--- src/rtl/qwl_pkg.sv ---
package qwl_pkg;

    // Bi-level phase decision encoding
    typedef enum logic {
        PD_LATE  = 1'b0,
        PD_EARLY = 1'b1
    } pd_dir_e;

    // Defaults shared by the modules of this block
    localparam int unsigned QWL_AVG_W   = 16;
    localparam int unsigned QWL_IND_W   = 8;
    localparam int unsigned QWL_SHIFT_K = 6;
    localparam int unsigned QWL_THR_PCT = 66;

    // Threshold in average units, rounded to nearest
    function automatic int unsigned qwl_thresh(input int unsigned avg_w,
                                               input int unsigned pct);
        return ((pct * (32'd1 << avg_w)) + 32'd50) / 32'd100;
    endfunction

    // Half of the hysteresis band: 1/128 of full scale
    function automatic int unsigned qwl_hyst_half(input int unsigned avg_w);
        return (32'd1 << avg_w) >> 7;
    endfunction

endpackage

--- src/rtl/qwl_edge_sampler.sv ---
module qwl_edge_sampler
    import qwl_pkg::*;
(
    input  logic    clk_i,
    input  logic    rst_ni,
    input  logic    edge_stb_i,
    input  logic    inphase_smp_i,
    output pd_dir_e dir_o
);

    typedef struct packed {
        pd_dir_e dir;
    } samp_state_t;

    samp_state_t st_d, st_q;

    always_comb begin
        st_d = st_q;
        if (edge_stb_i) begin
            st_d.dir = inphase_smp_i ? PD_EARLY : PD_LATE;
        end
    end

    always_ff @(posedge clk_i) begin
        if (!rst_ni) begin
            st_q.dir <= PD_LATE;
        end else begin
            st_q <= st_d;
        end
    end

    assign dir_o = st_q.dir;

endmodule

--- src/rtl/qwl_hit_average.sv ---
module qwl_hit_average #(
    parameter int unsigned AVG_W   = 16,
    parameter int unsigned SHIFT_K = 6
) (
    input  logic             clk_i,
    input  logic             rst_ni,
    input  logic             edge_stb_i,
    input  logic             hit_i,
    output logic [AVG_W-1:0] avg_next_o,
    output logic [AVG_W-1:0] avg_o
);

    localparam logic [AVG_W:0]   FULL_SCALE = {1'b1, {AVG_W{1'b0}}};
    localparam logic [AVG_W-1:0] HALF_SCALE = {1'b1, {(AVG_W-1){1'b0}}};

    typedef struct packed {
        logic [AVG_W-1:0] avg;
    } avg_state_t;

    avg_state_t st_d, st_q;

    logic [AVG_W:0]   gap;
    logic [AVG_W:0]   rise_step;
    logic [AVG_W-1:0] fall_step;

    always_comb begin
        gap       = FULL_SCALE - {1'b0, st_q.avg};
        rise_step = gap >> SHIFT_K;
        fall_step = st_q.avg >> SHIFT_K;
        st_d      = st_q;
        if (edge_stb_i) begin
            if (hit_i) begin
                st_d.avg = st_q.avg + rise_step[AVG_W-1:0];
            end else begin
                st_d.avg = st_q.avg - fall_step;
            end
        end
    end

    always_ff @(posedge clk_i) begin
        if (!rst_ni) begin
            st_q.avg <= HALF_SCALE;
        end else begin
            st_q <= st_d;
        end
    end

    assign avg_next_o = st_d.avg;
    assign avg_o      = st_q.avg;

endmodule

--- src/rtl/qwl_lock_hyst.sv ---
module qwl_lock_hyst #(
    parameter int unsigned AVG_W   = 16,
    parameter int unsigned THR_VAL = 43254,
    parameter int unsigned HYST_HF = 512
) (
    input  logic             clk_i,
    input  logic             rst_ni,
    input  logic             edge_stb_i,
    input  logic [AVG_W-1:0] avg_next_i,
    output logic             lock_o
);

    localparam logic [AVG_W-1:0] SET_LVL = AVG_W'(THR_VAL + HYST_HF);
    localparam logic [AVG_W-1:0] CLR_LVL = AVG_W'(THR_VAL - HYST_HF);

    typedef struct packed {
        logic lock;
    } lock_state_t;

    lock_state_t st_d, st_q;

    always_comb begin
        st_d = st_q;
        if (edge_stb_i) begin
            if (avg_next_i > SET_LVL) begin
                st_d.lock = 1'b1;
            end else if (avg_next_i < CLR_LVL) begin
                st_d.lock = 1'b0;
            end
        end
    end

    always_ff @(posedge clk_i) begin
        if (!rst_ni) begin
            st_q.lock <= 1'b0;
        end else begin
            st_q <= st_d;
        end
    end

    assign lock_o = st_q.lock;

endmodule

--- src/rtl/qwl_phase_lock_det.sv ---
module qwl_phase_lock_det
    import qwl_pkg::*;
#(
    parameter int unsigned AVG_W   = QWL_AVG_W,
    parameter int unsigned IND_W   = QWL_IND_W,
    parameter int unsigned SHIFT_K = QWL_SHIFT_K,
    parameter int unsigned THR_PCT = QWL_THR_PCT
) (
    input  logic             clk_i,
    input  logic             rst_ni,
    input  logic             edge_stb_i,
    input  logic             inphase_smp_i,
    input  logic             quad_smp_i,
    output logic             edge_early_o,
    output logic [IND_W-1:0] win_ratio_o,
    output logic             phase_lock_o
);

    localparam int unsigned THR_VAL = qwl_thresh(AVG_W, THR_PCT);
    localparam int unsigned HYST_HF = qwl_hyst_half(AVG_W);

    pd_dir_e          dir;
    logic [AVG_W-1:0] avg_next;
    logic [AVG_W-1:0] avg;

    qwl_edge_sampler u_samp (
        .clk_i         (clk_i),
        .rst_ni        (rst_ni),
        .edge_stb_i    (edge_stb_i),
        .inphase_smp_i (inphase_smp_i),
        .dir_o         (dir)
    );

    qwl_hit_average #(
        .AVG_W   (AVG_W),
        .SHIFT_K (SHIFT_K)
    ) u_avg (
        .clk_i      (clk_i),
        .rst_ni     (rst_ni),
        .edge_stb_i (edge_stb_i),
        .hit_i      (quad_smp_i),
        .avg_next_o (avg_next),
        .avg_o      (avg)
    );

    qwl_lock_hyst #(
        .AVG_W   (AVG_W),
        .THR_VAL (THR_VAL),
        .HYST_HF (HYST_HF)
    ) u_lock (
        .clk_i      (clk_i),
        .rst_ni     (rst_ni),
        .edge_stb_i (edge_stb_i),
        .avg_next_i (avg_next),
        .lock_o     (phase_lock_o)
    );

    assign edge_early_o = (dir == PD_EARLY);
    assign win_ratio_o  = avg[AVG_W-1 -: IND_W];

endmodule

--- config.mk ---
export PLATFORM = sky130hd
export DESIGN_NAME = qwl_phase_lock_det
export DESIGN_NICKNAME = d
export VERILOG_FILES = /design/src/rtl/qwl_pkg.sv /design/src/rtl/qwl_edge_sampler.sv /design/src/rtl/qwl_hit_average.sv /design/src/rtl/qwl_lock_hyst.sv /design/src/rtl/qwl_phase_lock_det.sv
export SDC_FILE = /design/constraint.sdc
export NUM_CORES = 1
export LEC_CHECK = 0
export BUFFER_PORTS_ARGS = -buffer_cell sky130_fd_sc_hd__buf_2
export CAP_MARGIN = 30
export CORE_AREA = 2 2 62 64
export CTS_CLUSTER_DIAMETER = 60
export CTS_CLUSTER_SIZE = 40
export DETAILED_ROUTE_END_ITERATION = 6
export DIE_AREA = 0 0 64 66
export PLACE_DENSITY = 0.83
export SLEW_MARGIN = 20
export SYNTH_ARGS = -nofsm -noshare
export SYNTH_HDL_FRONTEND = slang
export SYNTH_SLANG_ARGS = --single-unit
--- constraint.sdc ---
create_clock -name clk_i -period 6.9 [get_ports clk_i]
set_input_delay 0 -clock clk_i [delete_from_list [all_inputs] [get_ports clk_i]]
set_output_delay 0 -clock clk_i [all_outputs]
set_load 0.02 [all_outputs]
==> reports/qor.yml, run 1 <==
setup_violations: 0
antenna_cells: 0
grt_overflow: 0
numCtsBuffers: 3
insertion_delay_ps: 300
via_per_inst: 6.56
ctsHoldBuffers: 0
status: "finished with violations"
wl_per_cell_um: 16.3
report.final.hold_viol_count: 1
dr.pass1.iters: 5
start_kind: "flop"
nets: 282
period_share_pct: 59.1
synth_most_common_cell: "nand2_1"
antenna_found_initial: 0
drive_above_1_share_pct: 12.7
cts_max_level: 1
r2r_start: "u_avg.avg_o[1]"
synth_common_cells: "nand2_1 (24), dfxtp_1 (18), ha_1 (16)"
dieArea_um2: 4220
syn_avg_cell_area_um2: 8.08
synth_top_area_cell: "dfxtp_1"
row_count: 22
yosys.area.top_type_share_pct: 17.3
vias: 2014
yosysUniqueCellTypes: 69
crit_required_ps: 7150
endpoint: "u_lock.lock_o"
gp_congestion: 0.870
ios: 15
cts_setup_buffers: 0
cts_resized: 0
cts_buffer_depth: 2
grt_pass1_vias: 1844
drtIter0Drc: 160
synth_area_um2: 2080
rsz0062_at_grt: "no"
worstSetupPathType: "reg2reg"
grt_max_degree: 45
grt_first_pass_wirelength_mm: 8.49
worst_pin_slew_ps: 795
relSlewSlack_pct: 47.0
fin_crit_ps: 4080
clock.fmax_ghz: 0.245
routed_wirelength_mm: 5.01
synth_ff_type: "dfxtp_1"
cap_violations: 0
clkTransAtPathRegs_ps: 110
hold_start: "inphase_smp_i"
dp_hpwl_mm: 3.95
end_kind: "flop"
grt_usage_pct: 25.5
area.growth.synth_to_final_pct: 2.77
whs_ps: -8.17
synth_edf_count: 0
synthTopCellsByArea: "dfxtp_1 (17%), ha_1 (9.6%), xnor2_1 (5.1%), nand2_1 (4.3%), mux2i_1 (3.4%)"
hold_class: "in2reg"
startpoint: "u_avg.avg_o[1]"
r2r-end: "u_lock.lock_o"
cp_data_arrival_time_ps: 4320
violations: "hold timing"
ys_seq_elements: 18
core_um2: 3550
ant_nets: 0
r2r_slack_ps: 2820
final_util_pct: 60.1
initial_core_util_pct: 58.5
synth_cells: 257
root_buffer: "clkbuf_4"
cts.sinks: 18
yosysSeqAreaShare_pct: 17.3
die_y_um: 66
io_buffers: 14
cts_tree: "yes"
maxSlewViolCount: 0
die_w_um: 64
synth_warnings: 0
syn-num-nets: 279
ff2ff_path_depth: 15
drc: 0
final.setup.tns_ps: 0
cp_max_fo: 8
fin_skew_ps: 6.19
async_flop_share_pct: 0
## critical path, cell delays in order, from the launching register on
cell and delay (ps):
dfxtp_1 390, nor4_1 380, nand2_1 130, nand2_1 130, nand2_1 120, nor4b_1 420, xnor2_1 110, ha_1 380
a21oi_1 290, o21ai_0 200, a31oi_1 240, mux2_1 360, nor3_2 230, and4bb_1 240, a211o_1 280, o2bb2ai_1 120
## cell type report
class | count | area (µm²)
multi-input combinational | 215 | 1580
clock buffer | 4 | 36.3
tap | 48 | 60.1
fill | 324 | 1420
inverter | 8 | 30.0
sequential | 18 | 360
timing repair buffer | 14 | 70.1
## how the worst min path moves through the flow
stage,to,slack (ps),depth (start not counted)
2_1_floorplan,u_samp.dir_o,170,2
3_3_place_gp,u_samp.dir_o,260,3
3_5_place_dp,u_samp.dir_o,320,3
4_1_cts,u_samp.dir_o,5,3
5_1_grt,u_samp.dir_o,3,3
6_report,u_samp.dir_o,-8,3
## through the flow
step	hold WS, ps	instance area (µm²)	setup WS, ps	cells
after floorplan	169	2080	3320	257
after detailed placement	316	2100	2880	303
after CTS	4.69	2130	2860	307
after global placement	260	2100	3050	303
final	-8.17	2130	2820	307
after global routing	3.19	2130	2450	307
## layout by cell type (no fill, tap or decap), types with 3 or more instances in the layout
cell / synthesis / final
nand4_1: 3 / 3
o21bai_1: 3 / 3
nand3_1: 6 / 6
mux2i_1: 7 / 7
and2_1: 11 / 11
nand2_1: 24 / 24
clkbuf_4: 0 / 3
a21oi_1: 13 / 13
a21o_1: 3 / 3
o22ai_1: 4 / 4
xor2_1: 3 / 3
or3_1: 5 / 5
o2111a_1: 3 / 3
nor2_1: 13 / 13
nor2b_1: 9 / 9
nor3_1: 8 / 8
nor4_1: 3 / 3
inv_1: 8 / 8
a31oi_1: 5 / 5
o211ai_1: 4 / 4
xnor2_1: 12 / 12
o21ai_0: 6 / 6
nand2b_1: 5 / 5
dfxtp_1: 18 / 18
ha_1: 16 / 16
buf_2: 0 / 14
## flip-flops by register name, indices dropped and copies added, names as in the netlist
| name | flops |
|---|---|
| u_avg.avg_o | 16 |
| u_samp.dir_o | 1 |
| u_lock.lock_o | 1 |
## logic make-up (layout without fill, tap and decap cells)
logic type | Yosys count | after routing | share of synthesized area [%]
and+or+nand+nor | 103 | 103 | 28.5
AOI/OAI and AO/OA | 69 | 69 | 24.5
buffers and inverters | 24 | 26 | 6.69
DFF | 18 | 18 | 17.3
adders and majority gates | 17 | 17 | 10.6
xor gates and xnor gates | 15 | 15 | 6.33
muxes | 11 | 11 | 6.08
## routing by layer
metal / wire length (µm) / up-vias / share of wire, % / GRT usage, %
li1: - / 963 / - / -
met1: 2210 / 963 / 44 / 33.8
met2: 2370 / 77 / 47 / 43.2
met3: 318 / 11 / 6.3 / 2.04
met4: 109 / 0 / 2.2 / 9.51
met5: 0 / - / 0 / 0
Power of run 1 is not shown: default switching activity piles up to over one toggle a cycle in this logic, so the estimate is an artifact.
==> run 2: changes to the inputs <==
==> constraint.sdc (replaced) <==
create_clock -name clk_i -period 4.3 [get_ports clk_i]
set_input_delay 0 -clock clk_i [delete_from_list [all_inputs] [get_ports clk_i]]
set_output_delay 0 -clock clk_i [all_outputs]
set_load 0.02 [all_outputs]
==> reports/qor.yml, run 2 (synthesis results as in run 1) <==
drive_above_1_share_pct: 13.8  # +1.1 points
fillers: 317  # -2.2%
grt_max_degree: 45  # unchanged
cp_max_fo: 6  # -2
insertion_delay_ps: 290  # about the same
antenna_cells: 0  # unchanged
cap_violations: 0  # unchanged
initial_core_util_pct: 58.5  # unchanged
cts_tree: "yes"
register_area_um2: 360  # unchanged
worstSetupPathType: "reg2reg"
drtIter0Drc: 130  # -19%
grt_overflow: 0  # unchanged
vias: 1949  # -3.2%
grt_usage_pct: 24.9  # -0.65 points
r2r_slack_ps: 350  # -2470 ps
cts.sinks: 18  # unchanged
wl_per_cell_um: 15.7  # -3.6%
area.growth.synth_to_final_pct: 3.80
final.setup.tns_ps: 0  # unchanged
grt_pass1_vias: 1847  # +0.16%
ios: 15  # unchanged
row_count: 22  # unchanged
final_common_cell: "nand2_1"
relSlewSlack_pct: 46.2  # -0.84 points
fin_crit_ps: 3950  # -125 ps
numCtsBuffers: 3  # unchanged
core_um2: 3550  # unchanged
io_buffers: 14  # unchanged
start_kind: "flop"
die_w_um: 64  # unchanged
die_y_um: 66  # unchanged
dp.cells: 305  # +0.66%
dr.pass1.iters: 4  # -1
rsz0062_at_grt: "no"
antenna_found_initial: 0  # unchanged
routed_wirelength_mm: 4.86  # -2.9%
via_per_inst: 6.31  # -3.9%
fin_skew_ps: 8.79  # +2.61 ps
dieArea_um2: 4220  # unchanged
maxSlewViolCount: 0  # unchanged
status: "finished clean"
final_util_pct: 60.7  # +0.60 points
nets: 284  # +0.71%
hold_class: "in2reg"
multi_input_area_um2: 1580  # +0.40%
clock.fmax_ghz: 0.253  # +3.2%
cts_buffer_depth: 2  # unchanged
crit_required_ps: 4490  # -2660 ps
cts_max_level: 1  # unchanged
cts_setup_buffers: 0  # unchanged
worst_pin_slew_ps: 808  # +12.7 ps
cp_data_arrival_time_ps: 4140  # -180 ps
largest_register_ffs: 16  # unchanged
period_share_pct: 92.0  # +33 points
dp_hpwl_mm: 3.79  # -4.1%
final_cell_mix: "nand2_1 (24), dfxtp_1 (18), ha_1 (16), buf_2 (14)"
drc: 0  # unchanged
root_buffer: "clkbuf_4"
clkTransAtPathRegs_ps: 100  # about the same
end_kind: "flop"
stdcell_count: 309  # +0.65%
ant_nets: 0  # unchanged
grt_first_pass_wirelength_mm: 8.29  # -2.4%
gp_congestion: 0.871  # about the same
setup_violations: 0  # unchanged
report.final.hold_viol_count: 0  # -1
## run 2: changes by cell type in the layout (fill, tap and decap cells not counted)
cell	previous run	this run
buf_4	0	2
nor4b_2	0	1
nor4b_1	1	0
## run 2: final cells by class
| type | instances | area share [%] |
|---|---|---|
| Sequential cell | 18 | 16.7 |
| Timing Repair Buffer | 16 | 3.95 |
| Tap cell | 48 | 2.79 |
| Inverter | 8 | 1.39 |
| Multi-Input combinational cell | 215 | 73.5 |
| Clock buffer | 4 | 1.68 |
## run 2: worst paths after layout
kind	start	end	cells after the start
setup / recovery	u_avg.avg_o[2]	u_lock.lock_o	15
setup reg to reg	u_avg.avg_o[2]	u_lock.lock_o	15
hold reg to reg	u_avg.avg_o[2]	u_avg.avg_o[2]	1
hold / removal	inphase_smp_i	u_samp.dir_o	3
## run 2: per-layer routing
metal / routed length [µm] / global-route usage [%]
met1: 2270 / 32.5
met2: 2210 / 41.0
met3: 271 / 3.24
met4: 102 / 10.6
met5: 0 / 0
## run 2: repair_timing
action                     in CTS  in global routing
setup endpoints to repair       0                  1
hold buffers                    0                  0
hold endpoints to repair        0                  0
gates resized for setup         0                  1
## run 2: stage by stage
| stage | setup WS (ps) | hold WS, ps | instance area [µm²] |
|---|---|---|---|
| 3_3_place_gp | 464 | 261 | 2110 |
| 3_5_place_dp | 356 | 313 | 2110 |
| 2_1_floorplan | 723 | 169 | 2080 |
| 4_1_cts | 309 | 6.12 | 2150 |
| 6_report | 346 | 4.57 | 2160 |
| 5_1_grt | 68.9 | 13.9 | 2160 |
## run 2: worst max-delay path: stages (launching register included)
cell and delay [ps]:
dfxtp_1 360, nor4_1 380, nand2_1 120, nand2_1 130, nand2_1 140, nor4_1 270, xnor2_1 140, ha_1 400
and2_1 230, nand3_1 160, o2111a_1 260, or3_1 460, a2111oi_0 380, and4bb_1 250, a211o_1 120, o2bb2ai_1 60
Power of run 2 is left out for the same reason.
